<file path="src/rtl/dsadc_pkg.sv">
package dsadc_pkg;

    typedef enum logic [1:0] {
        PH_AUTOZERO = 2'd0,
        PH_SIGNAL   = 2'd1,
        PH_DEINT    = 2'd2
    } phase_e;

    // Packs a small integer into four BCD digits (used for constants).
    function automatic logic [15:0] bcd_of(input int unsigned v);
        logic [15:0]  res;
        int unsigned  rem;
        rem = v;
        res = '0;
        for (int i = 0; i < 4; i++) begin
            res[4*i +: 4] = 4'(rem % 10);
            rem = rem / 10;
        end
        return res;
    endfunction

endpackage

</file>
<file path="src/rtl/dsadc_prescaler.sv">
module dsadc_prescaler #(
    parameter int unsigned DIV = 4
) (
    input  logic clk,
    input  logic rst_n,
    output logic tick
);
    localparam int unsigned PW = (DIV > 2) ? $clog2(DIV) : 1;

    logic [PW-1:0] div_q;

    assign tick = (div_q == PW'(DIV - 1));

    always_ff @(posedge clk or negedge rst_n) begin
        if (!rst_n)     div_q <= '0;
        else if (tick)  div_q <= '0;
        else            div_q <= div_q + PW'(1);
    end

    // Ticks are never back to back: one count spans DIV oscillator cycles.
    p_tick_gap_r1: assert property (@(posedge clk) disable iff (!rst_n)
        tick |=> !tick);

endmodule

</file>
<file path="src/rtl/dsadc_sync2.sv">
module dsadc_sync2 (
    input  logic clk,
    input  logic rst_n,
    input  logic d,
    output logic q
);
    logic meta_q;

    always_ff @(posedge clk or negedge rst_n) begin
        if (!rst_n) begin
            meta_q <= 1'b0;
            q      <= 1'b0;
        end else begin
            meta_q <= d;
            q      <= meta_q;
        end
    end

endmodule

</file>
<file path="src/rtl/dsadc_bcd_count.sv">
module dsadc_bcd_count #(
    parameter int unsigned DIGITS = 4
) (
    input  logic                  clk,
    input  logic                  rst_n,
    input  logic                  clr,
    input  logic                  inc,
    output logic [4*DIGITS-1:0]   value
);
    logic [DIGITS-1:0] cin;

    assign cin[0] = inc;

    for (genvar g = 0; g < DIGITS; g++) begin : g_digit
        logic [3:0] dig_q;

        if (g < DIGITS - 1) begin : g_link
            assign cin[g+1] = cin[g] && (dig_q == 4'd9);
        end

        always_ff @(posedge clk or negedge rst_n) begin
            if (!rst_n)       dig_q <= 4'd0;
            else if (clr)     dig_q <= 4'd0;
            else if (cin[g])  dig_q <= (dig_q == 4'd9) ? 4'd0 : dig_q + 4'd1;
        end

        assign value[4*g +: 4] = dig_q;

        p_digit_range_r9: assert property (@(posedge clk) disable iff (!rst_n)
            dig_q <= 4'd9);
    end

endmodule

</file>
<file path="src/rtl/dsadc_sequencer.sv">
module dsadc_sequencer
    import dsadc_pkg::*;
#(
    parameter int unsigned PRESCALE     = 4,
    parameter int unsigned SIG_COUNTS   = 1000,
    parameter int unsigned MAX_DEINT    = 2000,
    parameter int unsigned CYCLE_COUNTS = 4000
) (
    input  logic        clk_osc,
    input  logic        rst_n,
    input  logic        comp_in,
    output logic        sw_autozero,
    output logic        sw_signal,
    output logic        sw_ref_pos,
    output logic        sw_ref_neg,
    output logic [15:0] rd_bcd,
    output logic        rd_negative,
    output logic        rd_overrange,
    output logic        rd_valid
);
    localparam int unsigned DIGITS    = 4;
    localparam int unsigned CW        = $clog2(CYCLE_COUNTS + 1);
    localparam int unsigned AZ_SHARE  = CYCLE_COUNTS - SIG_COUNTS;   // auto-zero + reference
    localparam int unsigned AZ_MIN    = AZ_SHARE - MAX_DEINT;
    localparam logic [15:0] LIMIT_BCD = bcd_of(MAX_DEINT - 1);

    phase_e          st;
    logic [CW-1:0]   cnt;
    logic [CW-1:0]   az_len;
    logic            sign_neg;
    logic            tick;
    logic            comp_s;
    logic [15:0]     bcd_val;
    logic            bcd_clr, bcd_inc;
    logic            az_last, sig_last, at_limit, crossed;

    dsadc_prescaler #(.DIV(PRESCALE)) u_prescale (
        .clk   (clk_osc),
        .rst_n (rst_n),
        .tick  (tick)
    );

    dsadc_sync2 u_comp_sync (
        .clk   (clk_osc),
        .rst_n (rst_n),
        .d     (comp_in),
        .q     (comp_s)
    );

    dsadc_bcd_count #(.DIGITS(DIGITS)) u_reading (
        .clk   (clk_osc),
        .rst_n (rst_n),
        .clr   (bcd_clr),
        .inc   (bcd_inc),
        .value (bcd_val)
    );

    assign az_last  = (cnt == az_len - CW'(1));
    assign sig_last = (cnt == CW'(SIG_COUNTS - 1));
    assign at_limit = (cnt == CW'(MAX_DEINT - 1));
    assign crossed  = (comp_s == sign_neg);

    assign bcd_clr = tick && (st == PH_SIGNAL) && sig_last;
    assign bcd_inc = tick && (st == PH_DEINT) && !crossed && !at_limit;

    // State register, phase counter, sign capture and result latch.
    always_ff @(posedge clk_osc or negedge rst_n) begin
        if (!rst_n) begin
            st           <= PH_AUTOZERO;
            cnt          <= '0;
            az_len       <= CW'(AZ_MIN);
            sign_neg     <= 1'b0;
            rd_bcd       <= '0;
            rd_negative  <= 1'b0;
            rd_overrange <= 1'b0;
            rd_valid     <= 1'b0;
        end else begin
            rd_valid <= 1'b0;
            if (tick) begin
                unique case (st)
                    PH_AUTOZERO: begin
                        if (az_last) begin
                            st  <= PH_SIGNAL;
                            cnt <= '0;
                        end else begin
                            cnt <= cnt + CW'(1);
                        end
                    end
                    PH_SIGNAL: begin
                        if (sig_last) begin
                            st       <= PH_DEINT;
                            cnt      <= '0;
                            sign_neg <= ~comp_s;
                        end else begin
                            cnt <= cnt + CW'(1);
                        end
                    end
                    PH_DEINT: begin
                        if (crossed || at_limit) begin
                            st           <= PH_AUTOZERO;
                            cnt          <= '0;
                            az_len       <= CW'(AZ_SHARE) - cnt - CW'(1);
                            rd_bcd       <= bcd_val;
                            rd_negative  <= sign_neg;
                            rd_overrange <= !crossed;
                            rd_valid     <= 1'b1;
                        end else begin
                            cnt <= cnt + CW'(1);
                        end
                    end
                    default: begin
                        st  <= PH_AUTOZERO;
                        cnt <= '0;
                    end
                endcase
            end
        end
    end

    // Switch-select decode.
    always_comb begin
        sw_autozero = 1'b0;
        sw_signal   = 1'b0;
        sw_ref_pos  = 1'b0;
        sw_ref_neg  = 1'b0;
        unique case (st)
            PH_AUTOZERO: sw_autozero = 1'b1;
            PH_SIGNAL:   sw_signal   = 1'b1;
            PH_DEINT: begin
                if (sign_neg) sw_ref_pos = 1'b1;
                else          sw_ref_neg = 1'b1;
            end
            default:     sw_autozero = 1'b1;
        endcase
    end

    p_phase_on_tick_r1: assert property (@(posedge clk_osc) disable iff (!rst_n)
        !tick |=> $stable(st));

    p_az_bounds_r5: assert property (@(posedge clk_osc) disable iff (!rst_n)
        (az_len >= CW'(AZ_MIN)) && (az_len <= CW'(AZ_SHARE - 1)));

    p_ref_steady_r7: assert property (@(posedge clk_osc) disable iff (!rst_n)
        ((sw_ref_pos || sw_ref_neg) && $past(sw_ref_pos || sw_ref_neg))
            |-> $stable(sw_ref_pos));

    p_clamp_r8: assert property (@(posedge clk_osc) disable iff (!rst_n)
        (rd_valid && rd_overrange) |-> (rd_bcd == LIMIT_BCD));

    p_top_digit_r9: assert property (@(posedge clk_osc) disable iff (!rst_n)
        (bcd_val[15:12] <= 4'd1) && (rd_bcd[15:12] <= 4'd1));

    p_strobe_once_r10: assert property (@(posedge clk_osc) disable iff (!rst_n)
        rd_valid |=> !rd_valid);

    p_result_hold_r10: assert property (@(posedge clk_osc) disable iff (!rst_n)
        !rd_valid |-> ($stable(rd_bcd) && $stable(rd_negative) && $stable(rd_overrange)));

endmodule

</file>
<file path="config.mk">
export PLATFORM = sky130hd
export DESIGN_NAME = dsadc_sequencer
export DESIGN_NICKNAME = d
export VERILOG_FILES = /design/src/rtl/dsadc_pkg.sv /design/src/rtl/dsadc_prescaler.sv /design/src/rtl/dsadc_sync2.sv /design/src/rtl/dsadc_bcd_count.sv /design/src/rtl/dsadc_sequencer.sv
export SDC_FILE = /design/constraint.sdc
export NUM_CORES = 1
export LEC_CHECK = 0
export CAP_MARGIN = 20
export CORE_UTILIZATION = 23
export CTS_CLUSTER_DIAMETER = 30
export DETAILED_ROUTE_END_ITERATION = 8
export DONT_BUFFER_PORTS = 1
export SLEW_MARGIN = 10
export SYNTH_ARGS = -nofsm -noshare
export SYNTH_HDL_FRONTEND = slang
export SYNTH_SLANG_ARGS = --single-unit
</file>
<file path="constraint.sdc">
create_clock -name clk_osc -period 3.2 [get_ports clk_osc]
set_clock_uncertainty 0.1 [all_clocks]
set_input_delay 0.96 -clock clk_osc [delete_from_list [all_inputs] [get_ports clk_osc]]
set_output_delay 0.96 -clock clk_osc [all_outputs]
set_load 0.02 [all_outputs]
</file>
==> summary by stage <==
Logic synthesis
For this run, the leading register cell type out of synthesis is sky130_fd_sc_hd__dfrtp_1. The average cell area after synthesis is 10.1 um^2. In this run the biggest area consumer among cell types represents 41.4% of the synthesized area. Sorting the synthesized cells by area gives the leading types as sky130_fd_sc_hd__dfrtp_1 41%, sky130_fd_sc_hd__mux2_2 6.8%, sky130_fd_sc_hd__dfstp_2 4.3%. The total number of yosys warnings is 0. In the synthesized netlist the async set-or-reset flop fraction comes to 100%. By count the netlist is led by 60 x sky130_fd_sc_hd__dfrtp_1, 31 x sky130_fd_sc_hd__nor2_1, 22 x sky130_fd_sc_hd__mux2_2. The number of synthesized register bits is 66.

The number of instances in the synthesized netlist is 359. Summing every instance area after synthesis gives 3630 um^2. The library cell with the highest instance count after synthesis is sky130_fd_sc_hd__dfrtp_1. Synthesis produced a netlist with a net count of 371.

Yosys mapped a number of flops with a built-in enable equal to 0. The cell type with the highest aggregate area in the netlist is sky130_fd_sc_hd__dfrtp_1. The sequential element share of the synthesized area is 45.7%.

The number of unique standard cell types used by synthesis is 59.

Critical path
STA classifies the critical path startpoint as a flop. The slowest stage cell on the critical path is sky130_fd_sc_hd__or4_4. The largest single stage delay on the critical path is 0.54 ns. The critical path contains buffers and inverters numbering 0 combined.

STA puts the critical path data arrival time at 2.95 ns. The critical path start-end classification is flop to flop. The signal on the critical path passes through or4_4 -> or4_1 -> o21ai_1 -> o31a_2 -> a31o_1 -> a21oi_2 -> a221o_1. The kind of cell with the highest combined delay on the critical path is compound AO/OA/AOI/OAI gates. At the worst endpoint, the required time is 3.31 ns. STA classifies the critical path endpoint as a flop. The critical-path maximum fanout is 9. Setup slack on the worst reg-to-reg path comes out at 0.36 ns.

Pwr
In this run the power density over the cells is 449 nW/um^2. The part of the total power dissipated in the clock network is 55.1%. In this run, flip-flops and latches consume 44.7% of the power. Internal power comes to 1.52 mW.

The reported leakage power is 1.78 nW. In this run, the combinational gates consume 0.2% of the power. The overall power is 1.87 mW. In this run the power spent charging and discharging nets is 0.354 mW. The maximum vdd ir drop is 0.232 mV. The switching power as a share of total power is 18.9%.

Finish
The net count of the finished layout is 371. The final core utilization is 27.2%. Leaving out filler cells and counting taps, the final layout contains 574. The ratio of cells with drive above 1 in the final layout is 16.0%.

The relative area change from synthesis to final layout is 15.0%. The count of inserted antenna diode cells is 0.

Worst hold path
In this run the worst hold path is classified as input port to async pin.

Placement
The total half-perimeter wirelength after legalization and detailed placement is 5410 um. Routability-driven placement finished with a final weighted congestion of 0.857. After detailed placement, the design holds a cell count of 559.

The number of port buffers is 0.

Drt
For this block, the routed nets add up to 7860 um of wire. The count of nets left with antenna violations once routing finished came out at 0. For this run, the detailed router's first-pass iteration total came to 4. The DRC violation total after the first TritonRoute iteration is 186. The routed layout has 2676 vias. In the routed design, unresolved DRC markers number 0.

In the routed layout, each cell is associated on average with a via count of 4.66. In the final routed layout, each cell accounts on average for 13.7 um.

Die
Once the floorplan was initialized, standard cells occupied 23.7% of the core. The die span in y is 128 um. The site row count is 45. The die span in x is 128 um. The total die area is 16300 um^2.

The area of the core is 15300 um^2. In this run the count of I/O pins placed on the die edge is 26.

Global routing
The number of global-route vias before repair is 2634. The total global-route track usage is 10.4%. The initial antenna violation count is 0.

The total congestion overflow is 0. The first global-routing pass estimated 13400 um of wire. Entering global routing, the biggest net connects 67 pins.

Clock tree
The number of buffers inserted for hold repair after clock tree synthesis is 0. The clock buffer count from CTS is 9. The tree is rooted in a sky130_fd_sc_hd__clkbuf_16.

The count of instances resized after the clock tree is built is 0. Clock-pin slew was measured on the worst setup and hold paths at 0.05 ns. After clock tree synthesis, the setup repair step added 0 buffers.

The CTS tree is yes. CTS built an H-tree with a depth of 3. The insertion delay of the later-clocked pin in the worst-skew pair is 0.33 ns.

The clock net in this run drives a total of 66 sinks. The clock passes through at most 2 buffers.

Timing
The top achievable clock speed is 0.352 GHz. The max-slew headroom at the worst pin is 55.2%. The actual slew at the worst max-slew pin is 0.667 ns. The number of hold violations in the final report is 0.

For the final routed database, the setup TNS stands at 0 ns. Setup repair after global routing left no endpoint under its margin. The final setup violation count is 0.

The time the worst path needs with I/O delays and setup is 2.84 ns. Hold timing on the final database bottoms out at a slack of 0.236 ns. The number of pins with negative max-slew slack in the final report is 0. In the finished design, the share of the clock period the worst path needs comes to 88.8%.

Run status
The flow ran to the end, and the final reports show no timing, DRC or antenna violations.

Job
Across the run, the number of max-cap violations was 0.
==> area by class of cell <==
type / instances / area [um^2]
clock inverters: 4 / 77.6
well taps: 211 / 264
fillers: 1646 / 11100
clock buffers: 11 / 233
flip-flops and latches: 66 / 1660
inverters: 15 / 56.3
multi-input cells: 260 / 1830
repair buffers: 7 / 52.6
==> logic make-up (layout without fill, tap and decap cells) <==
group                    count (synthesis)  in the layout  share of synthesized area [%]
AND/OR/NAND/NOR                        119            119                           18.2
AO/OA/AOI/OAI                           77             77                           13.9
flip-flops                              66             66                           45.7
buffers and inverters                   33             37                           4.00
XOR/XNOR                                29             29                           7.00
multiplexers                            26             26                           8.07
adder cells (fa/ha/maj)                  9              9                           3.10
==> per-stage QoR <==
stage / area [um^2] / worst slack [ns]
6_report: 4170 / 0.357
3_5_place_dp: 3860 / 0.383
4_1_cts: 4170 / 0.376
5_1_grt: 4170 / 0.261
2_1_floorplan: 3630 / 0.609
3_3_place_gp: 3860 / 0.441
==> sequential cells by signal, summed over array words and instances, names as in the netlist <==
register / cells
u_comp_sync.meta_q: 1
sign_neg: 1
rd_negative: 1
cnt: 12
st: 2
rd_bcd: 16
u_prescale.div_q: 2
rd_valid: 1
u_reading.g_digit.dig_q: 16
az_len: 12
rd_overrange: 1
u_comp_sync.q: 1
==> layer usage <==
layer  up-vias  GRT usage (%)  wire length (um)
li1       1286              -                 -
met1      1311           13.5              3640
met2        65           16.9              3700
met3        14           2.97               417
met4         0           2.63               103
met5         -              0                 0
==> cells in the final DEF (no fill, tap or decap), types with 12 or more instances in the layout <==
master                    Yosys  routed
sky130_fd_sc_hd__dfrtp_1     60      60
sky130_fd_sc_hd__nor2_1      31      31
sky130_fd_sc_hd__mux2_2      22      22
sky130_fd_sc_hd__a21oi_1     21      21
sky130_fd_sc_hd__xnor2_1     17      17
sky130_fd_sc_hd__o21ai_0     17      17
sky130_fd_sc_hd__nand2_1     16      16
sky130_fd_sc_hd__inv_1       15      15
sky130_fd_sc_hd__xor2_1      12      12
==> power by group through the flow <==
stage	Sequential (mW)	Combinational [mW]	Clock (mW)
after floorplan	0.852	0.00165	0
final	0.837	0.00369	1.03
after detailed placement	0.852	0.00373	0
after global routing	0.837	0.00398	1.09
after CTS	0.837	0.00371	1.06
after global placement	0.852	0.00358	0
==> path summary, 6_finish.rpt <==
path,to,cells after the start,startpoint
max in group asynchronous,az_len[7],0,rst_n
max reg2reg,cnt[5],7,az_len[4]
max,cnt[5],7,az_len[4]
min reg2reg,u_comp_sync.q,0,u_comp_sync.meta_q
min,az_len[2],0,rst_n
min in group clk_osc,u_comp_sync.q,0,u_comp_sync.meta_q
Power figures use the tool's default switching activity.
